==> config.mk <==
export PLATFORM = sky130hd
export DESIGN_NAME = sdmmc_cmd_path
export DESIGN_NICKNAME = d
export VERILOG_FILES = /design/src/rtl/sdmmc_cmd_path.sv
export SDC_FILE = /design/constraint.sdc
export NUM_CORES = 1
export LEC_CHECK = 0
export ABC_CLOCK_PERIOD_IN_PS = 5030
export BUFFER_PORTS_ARGS = -buffer_cell sky130_fd_sc_hd__clkbuf_2
export CAP_MARGIN = 20
export CORE_MARGIN = 2
export CORE_UTILIZATION = 59
export CTS_CLUSTER_SIZE = 25
export DETAILED_ROUTE_END_ITERATION = 12
export GPL_TIMING_DRIVEN = 0
export PLACE_DENSITY = 0.85
export REMOVE_ABC_BUFFERS = 1
export SLEW_MARGIN = 20
export SYNTH_ARGS = -nofsm -noshare
export SYNTH_HDL_FRONTEND = slang
export SYNTH_SLANG_ARGS = --single-unit
export TNS_END_PERCENT = 20
==> constraint.sdc <==
create_clock -name clk -period 5.03 [get_ports clk]
set_input_delay 1.2575 -clock clk [delete_from_list [all_inputs] [get_ports clk]]
set_output_delay 1.2575 -clock clk [all_outputs]
set_load 0.02 [all_outputs]
==> src/rtl/sdmmc_cmd_path.sv <==
module sdmmc_cmd_path #(
  parameter int TO_CYCLES = 64,
  parameter int LONG_LEN  = 136
) (
  input  logic                clk,
  input  logic                rst_n,
  input  logic                ctl_we,
  input  logic [13:0]         ctl_wd,
  output logic [13:0]         ctl_q,
  input  logic [31:0]         cmd_arg,
  input  logic                dpsm_busy,
  input  logic                pend_qual,
  input  logic                data_end,
  input  logic                cmd_in,
  output logic                cmd_out,
  output logic                cmd_oe,
  output logic [LONG_LEN-1:0] resp_q,
  output logic                cmd_sent,
  output logic                resp_ok,
  output logic                crc_fail,
  output logic                rsp_timeout,
  output logic                data_en,
  output logic                abort_o,
  output logic                irq_start,
  output logic                irq_end
);
  localparam int FRAME = 48;
  localparam int MX    = (LONG_LEN > TO_CYCLES) ? LONG_LEN : TO_CYCLES;
  localparam int CW    = $clog2(MX + 1);

  typedef enum logic [2:0] {S_IDLE, S_PEND, S_SEND, S_WAIT, S_RECV} st_t;
  st_t st;

  logic [5:0]          idx;
  logic [1:0]          rkind;
  logic                go, xfer, stop, susp, irqw, pendw, irq_m;
  logic [FRAME-1:0]    sh;
  logic [CW-1:0]       cnt;
  logic [LONG_LEN-1:0] rnext;
  logic [FRAME-1:0]    frame_c;
  logic                need_wait, is_long, crc_ok;

  function automatic logic [6:0] crc7(input logic [39:0] d);
    logic [6:0] c;
    logic       fb;
    c = '0;
    for (int i = 39; i >= 0; i--) begin
      fb = d[i] ^ c[6];
      c  = {c[5:0], 1'b0} ^ (fb ? 7'h09 : 7'h00);
    end
    return c;
  endfunction

  assign ctl_q     = {pendw, irqw, susp, stop, xfer, go, rkind, idx};
  assign need_wait = rkind[0] | irqw;
  assign is_long   = (rkind == 2'b11);
  assign frame_c   = {2'b01, idx, cmd_arg, crc7({2'b01, idx, cmd_arg}), 1'b1};
  assign rnext     = {resp_q[LONG_LEN-2:0], cmd_in};
  assign crc_ok    = (crc7(rnext[47:8]) == rnext[7:1]);
  assign cmd_oe    = (st == S_SEND);
  assign cmd_out   = (st == S_SEND) ? sh[FRAME-1] : 1'b1;

  always_ff @(posedge clk or negedge rst_n) begin
    if (!rst_n) begin
      st <= S_IDLE;
      {idx, rkind, go, xfer, stop, susp, irqw, pendw, irq_m} <= '0;
      sh <= '0;
      cnt <= '0;
      resp_q <= '0;
      {cmd_sent, resp_ok, crc_fail, rsp_timeout} <= '0;
      {data_en, abort_o, irq_start, irq_end} <= '0;
    end else begin
      {cmd_sent, resp_ok, crc_fail, rsp_timeout} <= '0;
      {data_en, abort_o, irq_start, irq_end} <= '0;
      if (ctl_we) begin
        if (!go) begin
          idx   <= ctl_wd[5:0];
          rkind <= ctl_wd[7:6];
          go    <= ctl_wd[8];
          xfer  <= ctl_wd[9];
          stop  <= ctl_wd[10];
          susp  <= ctl_wd[11];
        end
        irqw  <= ctl_wd[12];
        pendw <= ctl_wd[13];
      end
      case (st)
        S_IDLE: if (go) begin
          if (dpsm_busy) go <= 1'b0;
          else if (pendw && pend_qual) st <= S_PEND;
          else begin
            st  <= S_SEND;
            sh  <= frame_c;
            cnt <= '0;
          end
        end
        S_PEND: if (data_end) begin
          st  <= S_SEND;
          sh  <= frame_c;
          cnt <= '0;
        end
        S_SEND: begin
          sh  <= {sh[FRAME-2:0], 1'b0};
          cnt <= cnt + CW'(1);
          if (cnt == CW'(FRAME - 1)) begin
            data_en <= xfer;
            abort_o <= stop;
            irq_end <= xfer & ~susp;
            if (need_wait) begin
              st    <= S_WAIT;
              cnt   <= '0;
              irq_m <= irqw;
            end else begin
              st       <= S_IDLE;
              go       <= 1'b0;
              cmd_sent <= 1'b1;
            end
          end
        end
        S_WAIT: begin
          if (irq_m && !irqw) begin
            st <= S_IDLE;
            go <= 1'b0;
          end else if (!cmd_in) begin
            st     <= S_RECV;
            resp_q <= '0;
            cnt    <= CW'(1);
          end else if (!irq_m && cnt == CW'(TO_CYCLES - 1)) begin
            st          <= S_IDLE;
            go          <= 1'b0;
            rsp_timeout <= 1'b1;
          end else begin
            cnt <= cnt + CW'(1);
          end
        end
        S_RECV: begin
          resp_q <= rnext;
          cnt    <= cnt + CW'(1);
          if (cnt == (is_long ? CW'(LONG_LEN - 1) : CW'(FRAME - 1))) begin
            st <= S_IDLE;
            go <= 1'b0;
            if (is_long) resp_ok <= 1'b1;
            else if (crc_ok) begin
              resp_ok   <= 1'b1;
              irq_start <= susp & ~xfer & ~rnext[8];
              irq_end   <= susp & xfer & rnext[8];
            end else crc_fail <= 1'b1;
          end
        end
        default: st <= S_IDLE;
      endcase
    end
  end

  p_lock_r2: assert property (@(posedge clk) disable iff (!rst_n)
    $past(go) |-> $stable({idx, rkind, xfer, stop, susp}));

  p_active_enabled_r3: assert property (@(posedge clk) disable iff (!rst_n)
    (st != S_IDLE) |-> go);

  p_status_idle_r3: assert property (@(posedge clk) disable iff (!rst_n)
    (cmd_sent | resp_ok | crc_fail | rsp_timeout) |-> (st == S_IDLE && !go));

  p_strobe_after_send_r4: assert property (@(posedge clk) disable iff (!rst_n)
    (data_en | abort_o) |-> $past(st == S_SEND));

  p_no_timeout_irq_r9: assert property (@(posedge clk) disable iff (!rst_n)
    rsp_timeout |-> !$past(irq_m));

  p_pend_hold_r10: assert property (@(posedge clk) disable iff (!rst_n)
    (st == S_PEND && !data_end) |=> (st == S_PEND));

  p_busy_block_r11: assert property (@(posedge clk) disable iff (!rst_n)
    (st == S_IDLE && go && dpsm_busy) |=> (!go && !cmd_oe));

  p_one_status_r13: assert property (@(posedge clk) disable iff (!rst_n)
    $countones({cmd_sent, resp_ok, crc_fail, rsp_timeout}) <= 1);
endmodule

# Word level (Yosys, flattened, before mapping)
# Index checks and enable logic that the tools add are counted.
# word_totals
input_bits,53
out_inout_bits,160
elab_cells,367
ff_bits,218
# classes
n_addsub,1
reduce_logical,15
bitwise_logic,163
n_eq_ne,19
muxes,148
# op_table
op,n
$xor 7x4->7,73
$mux 4,78
$mux 136,2
$pmux 136 s2,1
$mux 48,4
$pmux 48 s3,1
$mux 8,10
$xor 1x1->1,71
$pmux 8 s5,1
$mux 1,38
$mux 3,8
$eq 8x6->1 const B,2
$pmux 3 s5,1
$ne 2x2->1 const B,7
$xor 6x4->6,2
$add 8x1->8 const B,1
$eq 8x8->1,1
$eq 7x7->1,1
$reduce_and 7->1,1
$eq 3x2->1 const B,2
$reduce_and 3->1,2
$reduce_and 6->1,1
$and 1x1->1,5
$reduce_and 5->1,1
21 further kinds,32

# Depth between registers and ports, before layout
# Gate-level depths: netlist (run 1).
# logic_depth
ltp_word,118
mapped_depth,9
ltp_nobuf,9

# Least setup slack after synthesis (run 1)
# No wires, ideal clock.
# synth_path
path_kind,input to register
from,input cmd_arg[29]
to,register sh[2]
arrival_ns,3.259
t_required_ns,4.900
path_buffers,0
setup_ns,0.130
slack_ns,1.641
path_stages,8
path_cell_list,xor2_1 > xnor3_1 > xnor3_1 > xnor3_1 > xnor2_1 > xnor2_1 > mux2i_1 > o21ai_1
# synth_via
elab_chain_len,50
word_cells_on_any_way,57
cone_classes,mux (16); bitwise (41)
# synth_rtl
element,line_no,rtl
start: declaration,10,"input logic [31:0] cmd_arg,"
$xor 1x1->1 *,48,fb = d[i] ^ c[6];
$mux 4 *,49,"c = {c[5:0], 1'b0} ^ (fb ? 7'h09 : 7'h00);"
$xor 7x4->7 * (4 in a row),49,
$xor 1x1->1,48,
$mux 4,49,
$xor 7x4->7 * (4 in a row),49,
$xor 1x1->1,48,
$mux 4,49,
(+24 left out),n/a,
$xor 7x4->7 * (4 in a row),49,
$xor 1x1->1 *,48,
$mux 4 *,49,
$xor 7x4->7 * (2 in a row),49,
$mux 48,90,else if (pendw && pend_qual) st <= S_PEND;
$mux 48,89,if (dpsm_busy) go <= 1'b0;
$mux 48,88,S_IDLE: if (go) begin
$pmux 48 s3 *,87,case (st)
end signal: assignment,93,sh <= frame_c;
end signal: assignment,99,sh <= frame_c;
end signal: assignment,103,"sh <= {sh[FRAME-2:0], 1'b0};"
end: declaration,37,logic [FRAME-1:0] sh;
# Mark *: on every way between the ends. The rest lies on a longest branch, timed or not. The select of a mux whose other input is x is not followed.
# A chain may end at the register's enable or synchronous reset.

# Final worst setup path (run 1)
# layout_path
from,register st[2]
to,output cmd_out
# layout_via
elab_chain_len,2
# layout_rtl
element,line_no,rtl
start: declaration,32,st_t st;
start signal: assignment,65,st <= S_IDLE;
start signal: assignment,90,
start signal: assignment,92,st <= S_SEND;
$eq 3x2->1,61,assign cmd_out = (st == S_SEND) ? sh[FRAME-1] : 1'b1;
$mux 1,61,
end: declaration,15,"output logic cmd_out,"
# No other way between the ends.

==> qor.yml, run 1 <==
synth-seq-cells: 218
end_kind: "primary output"
cts_made_buffers: 23
antenna_found_initial: 0
ir_worst_vdd_mv: 1.08
synthCells: 806
synth-adder-area-share_pct: 0.124
rsz0062_at_grt: "no"
die_h_um: 135
coreArea_mm2: 0.0167
synth_area_leader_cell: "dfrtp_1"
setup.worst_path.start_class: "flip-flop"
synth_warnings: 0
initial_core_util_pct: 60.6
fin_crit_ns: 4.41
cts_resized: 0
synth-edff-count: 0
nets: 1052
tightest_slew_ns: 0.949
clock_skew_ns: 0.0151
clkTransAtPathRegs_ns: 0.06
seqCellArea_mm2: 0.00546
grt.total_usage_pct: 25.9
hpwl_um: 15700
worst_hold_slack_ns: 0.481
drc_errors: 0
power-per-cell-area_mw_per_mm2: 672
slew_viol_final: 0
io_buffers: 212
antenna_cells: 0
syn_avg_cell_area_um2: 12.6
num_io_pins: 213
dr_total_vias: 7178
synth.area.mux_share_pct: 5.91
crit_type: "reg -> out"
required_ns: 3.77
ys_top_cells_by_area: "dfrtp_1 (54%), a22o_1 (12%), xnor2_1 (7.2%)"
cts_setup_buffers: 0
min_period_over_period_pct: 87.6
die_w_um: 135
htree_levels: 1
row_count: 47
slowest_stage: "clkinv_2"
clock_insertion_delay_worst_skew_ns: 0.50
clock-sinks: 218
cts_max_path_buffers: 3
grt_max_degree: 94
yosysTopAreaCellShare_pct: 53.9
async_reset_ff_share_pct: 100
grt_pass1_vias: 7050
power_leakage_nw: 6.21
hold_class: "reg -> reg"
synth-compound-area-share_pct: 16.1
drive_above_1_share_pct: 28.0
crit_fanout: 44
layout_commonest_cell: "dfrtp_1"
synthDistinctLibCells: 49
routed_wl_um: 23500
synthSimpleGateAreaFrac_pct: 5.44
hold_viol_final: 0
critPathMaxStageDelay_ns: 0.88
nFillCells: 1092
synth_ff_type: "dfrtp_1"
die_area_mm2: 0.0182
max-slew-margin-rel_pct: 36.7
critical_path.cell_chain: "or3_1, clkinv_2, nand2b_1, clkbuf_2"
setup_tns_ns: 0
netlist_area_mm2: 0.0101
grt_overflow: 0
multi_input_comb_area_mm2: 0.00443
finalSetupViolations: 0
critPathArrivalTime_ns: 3.15
drt_first_pass_iters: 5
grt_pass1_wl_um: 37900
cts_tree: "built"
cts-root-buf: "clkbuf_16"
synth_seq_area_share_pct: 53.9
fmax_mhz: 227
hold_buffers: 0
globalplace.congestion: 0.854
routedWlPerCell_um: 19.1
synth-xor-area-share_pct: 16.0
layout_common_cells: "dfrtp_1 (218), clkbuf_2 (211), a22o_1 (137)"
drt_iter0_drc: 422
synth_top_family_by_area: "compound AO/OA/AOI/OAI gates"
maxCapViolCount: 0
area_delta_synth_final_pct: 21.0
status: "complete, no violations"
viasPerCell: 5.82
ant_nets: 0
==> kinds of logic (layout without fill, tap and decap cells) <==
logic type	after synthesis	in the layout
and+or+nand+nor	121	121
xor gates and xnor gates	133	133
DFF	218	218
muxes	58	58
adders and majority gates	1	1
buffers and inverters	61	268
AOI/OAI and AO/OA	214	214
==> per-layer routing <==
metal	up-vias	wire [um]	track usage [%]	share of wire, %
met1	3604	10300	36.1	44
met5	-	0	0	0
met4	0	373	5.50	1.6
li1	3292	-	-	-
met2	251	11400	43.0	48
met3	31	1430	4.92	6.1
==> power by group <==
group	switching [mW]	internal, mW
Clock	0.666	1.14
Combinational	2.11	2.01
Sequential	0.247	2.06
==> worst max-delay path, delay by kind of cell, from the launching register on <==
family,cells,cell delay (ns)
DFF,1,0.63
buffers and inverters,2,1.10
and+or+nand+nor,2,0.91
==> synthesized netlist by cell type, types with 4 or more instances <==
library cell,instances
nor4_1,4
xnor2_1,83
o21ai_0,54
mux2_2,14
clkbuf_1,43
nand2_1,64
xor2_1,16
o21ai_1,4
a21oi_1,7
nor3_1,6
mux2i_1,44
xnor3_1,25
a22o_1,137
nor2_1,19
dfrtp_1,218
inv_1,6
buf_1,5
buf_4,6
or3_1,5
==> flip-flops by register name, indices dropped and copies added, names as in the netlist <==
name	cells
irq_end	1
irqw	1
cmd_sent	1
crc_fail	1
rkind	2
resp_ok	1
st	3
idx	6
stop	1
susp	1
go	1
cnt	8
pendw	1
data_en	1
irq_m	1
resp_q	136
abort_o	1
xfer	1
irq_start	1
sh	48
rsp_timeout	1
==> stage by stage <==
step / util (%) / cell area, um^2 / std cells / setup WS [ns] / power, mW
after global routing: 73.4 / 12300 / 1233 / 0.437 / 8.81
after floorplan: - / 9900 / 752 / 1.17 / 5.48
after CTS: 73.4 / 12300 / 1233 / 0.650 / 8.31
final: 73.4 / 12300 / 1233 / 0.622 / 8.24
after detailed placement: 68.5 / 11400 / 1193 / 1.21 / 6.43
after global placement: 67.3 / 11200 / 1184 / -1.41 / 6.19
==> final cells by class <==
class / count / area share [%]
repair buffers: 221 / 10.2
well taps: 220 / 2.25
clock inverters: 7 / 1.10
clock buffers: 33 / 5.57
inverters: 7 / 0.225
flip-flops and latches: 218 / 44.5
multi-input cells: 527 / 36.2
==> path summary, 6_finish.rpt <==
check	endpoint	startpoint	cells after the start	slack, ns
max	cmd_out	st[2]	4	0.62
min	sh[43]	sh[43]	2	0.48
max reg2reg	cnt[3]	st[2]	6	1.63
min reg2reg	sh[43]	sh[43]	2	0.48
max in group asynchronous	sh[26]	rst_n	3	3.19
min in group asynchronous	resp_q[23]	rst_n	1	0.66
Power figures use the tool's default switching activity.
==> run 2, diff against run 1 <==
--- a/config.mk
+++ b/config.mk
@@ -8,6 +8,7 @@
 export ABC_CLOCK_PERIOD_IN_PS = 5030
 export BUFFER_PORTS_ARGS = -buffer_cell sky130_fd_sc_hd__clkbuf_2
 export CAP_MARGIN = 20
+export CORE_ASPECT_RATIO = 1.75
 export CORE_MARGIN = 2
 export CORE_UTILIZATION = 59
 export CTS_CLUSTER_SIZE = 25
==> qor.yml, run 2 (synthesized netlist as in run 1, its figures left out) <==
rsz0062_at_grt: "no"
routed_wl_um: 23900  # +1.9%
crit_fanout: 44  # unchanged
pwr-share-clk_pct: 20.5  # -1.5 points
drt_first_pass_iters: 4  # -1
cts_resized: 0  # unchanged
p_comb_share_pct: 51.1  # +1.1 points
setup.worst_path.start_class: "flip-flop"
power_leakage_nw: 6.16  # -0.79%
row_count: 63  # +34%
critPathArrivalTime_ns: 3.04  # -0.11 ns
die_area_mm2: 0.0183  # +0.22%
clock-sinks: 218  # unchanged
drc_errors: 0  # unchanged
layout_common_cells: "dfrtp_1 (218), clkbuf_2 (211), a22o_1 (137)"
htree_levels: 1  # unchanged
power-per-cell-area_mw_per_mm2: 667  # -0.82%
die_h_um: 177  # +31%
hpwl_um: 16700  # +6.2%
p_sw_mw: 3.05  # +0.69%
clkTransAtPathRegs_ns: 0.07  # about the same
cts_made_buffers: 20  # -13%
globalplace.congestion: 0.871  # +2.0%
viasPerCell: 5.84  # +0.27%
ant_nets: 0  # unchanged
slew_viol_final: 0  # unchanged
fin_crit_ns: 4.30  # -0.108 ns
initial_core_util_pct: 60.0  # -0.60 points
fmax_mhz: 233  # +2.5%
setup_tns_ns: 0  # unchanged
layout_commonest_cell: "dfrtp_1"
grt.total_usage_pct: 26.0  # +0.060 points
largest_register_ffs: 136  # unchanged
required_ns: 3.77  # about the same
max-slew-margin-rel_pct: 35.6  # -1.2 points
antenna_cells: 0  # unchanged
grt_overflow: 0  # unchanged
num_io_pins: 213  # unchanged
final_util_pct: 72.1  # -1.2 points
coreArea_mm2: 0.0169  # +1.0%
crit_type: "reg -> out"
area_delta_synth_final_pct: 20.2
maxCapViolCount: 0  # unchanged
p_int_mw: 5.06  # -2.8%
drt_iter0_drc: 301  # -29%
hold_class: "reg -> reg"
antenna_found_initial: 0  # unchanged
dr_total_vias: 7209  # +0.43%
die_w_um: 103  # -24%
nets: 1049  # -0.29%
grt_pass1_vias: 7146  # +1.4%
dp_worst_setup_slack_ns: 1.16  # -0.0444 ns
status: "complete, no violations"
cts_tree: "built"
finalSetupViolations: 0  # unchanged
switching_share_pct: 37.6  # +0.83 points
clock_insertion_delay_worst_skew_ns: 0.50  # about the same
largestRegisters: "resp_q (136), sh (48), cnt (8)"
hold_viol_final: 0  # unchanged
total_power_mw: 8.11  # -1.5%
grt_pass1_wl_um: 37400  # -1.3%
largest_register: "resp_q"
clock_skew_ns: 0.0131  # -0.00208 ns
pwr-share-seq_pct: 28.4  # +0.4 points
hold_buffers: 0  # unchanged
drive_above_1_share_pct: 27.7  # -0.36 points
timing.final.ws_setup_ns: 0.731  # +0.108 ns
min_period_over_period_pct: 85.5  # -2.2 points
end_kind: "primary output"
cts_max_path_buffers: 3  # unchanged
cts_setup_buffers: 0  # unchanged
worst_hold_slack_ns: 0.479  # -0.00176 ns
io_buffers: 212  # unchanged
cts-root-buf: "clkbuf_16"
routedWlPerCell_um: 19.4  # +1.7%
grt_max_degree: 99  # +5.3%
tightest_slew_ns: 0.964  # +0.0154 ns
ir_worst_vdd_mv: 1.18  # +9.7%
==> run 2: critical path, stage by stage, from the launching register on <==
cell      delay (ns)
dfrtp_1         0.62
or3_1           0.51
clkinv_2        0.87
nand2b_1        0.30
clkbuf_2        0.22
==> run 2: power groups by stage <==
stage	combinational (mW)	clock (mW)	sequential [mW]
final	4.14	1.66	2.31
after global routing	4.47	1.77	2.34
after CTS	4.15	1.69	2.30
after detailed placement	4.16	0	2.33
after global placement	3.95	0	2.32
after floorplan	3.15	0	2.34
==> run 2: path summary, 6_finish.rpt <==
| path | slack (ns) | to | start | cells past startpoint |
|---|---|---|---|---|
| setup / recovery | 0.73 | cmd_out | st[2] | 4 |
| hold / removal | 0.48 | sh[28] | sh[28] | 2 |
| setup reg to reg | 1.62 | cnt[4] | st[2] | 6 |
| hold reg to reg | 0.48 | sh[28] | sh[28] | 2 |
| max in group asynchronous | 3.14 | st[2] | rst_n | 3 |
| min in group asynchronous | 0.74 | resp_q[48] | rst_n | 1 |
==> run 2: metal layers <==
metal / vias to the layer above / track usage (%) / routed length, um
met5: - / 0 / 0
met4: 0 / 8.44 / 720
met3: 43 / 4.92 / 1400
met2: 231 / 46.5 / 12900
met1: 3660 / 30.8 / 8970
li1: 3275 / - / -
==> run 2: area by class of cell <==
type / count / area (um^2)
Sequential cell: 218 / 5460
Inverter: 7 / 27.5
Tap cell: 227 / 284
Clock buffer: 27 / 577
Timing Repair Buffer: 221 / 1240
Multi-Input combinational cell: 527 / 4430
Clock inverter: 8 / 151
Fill cell: 1213 / 4700
==> run 2: through the flow <==
| stage | instances | area (um^2) |
|---|---|---|
| finish | 1235 | 12200 |
| global route | 1235 | 12200 |
| CTS | 1235 | 12200 |
| detailed placement | 1200 | 11400 |
| global placement | 1191 | 11200 |
| floorplan | 752 | 9900 |
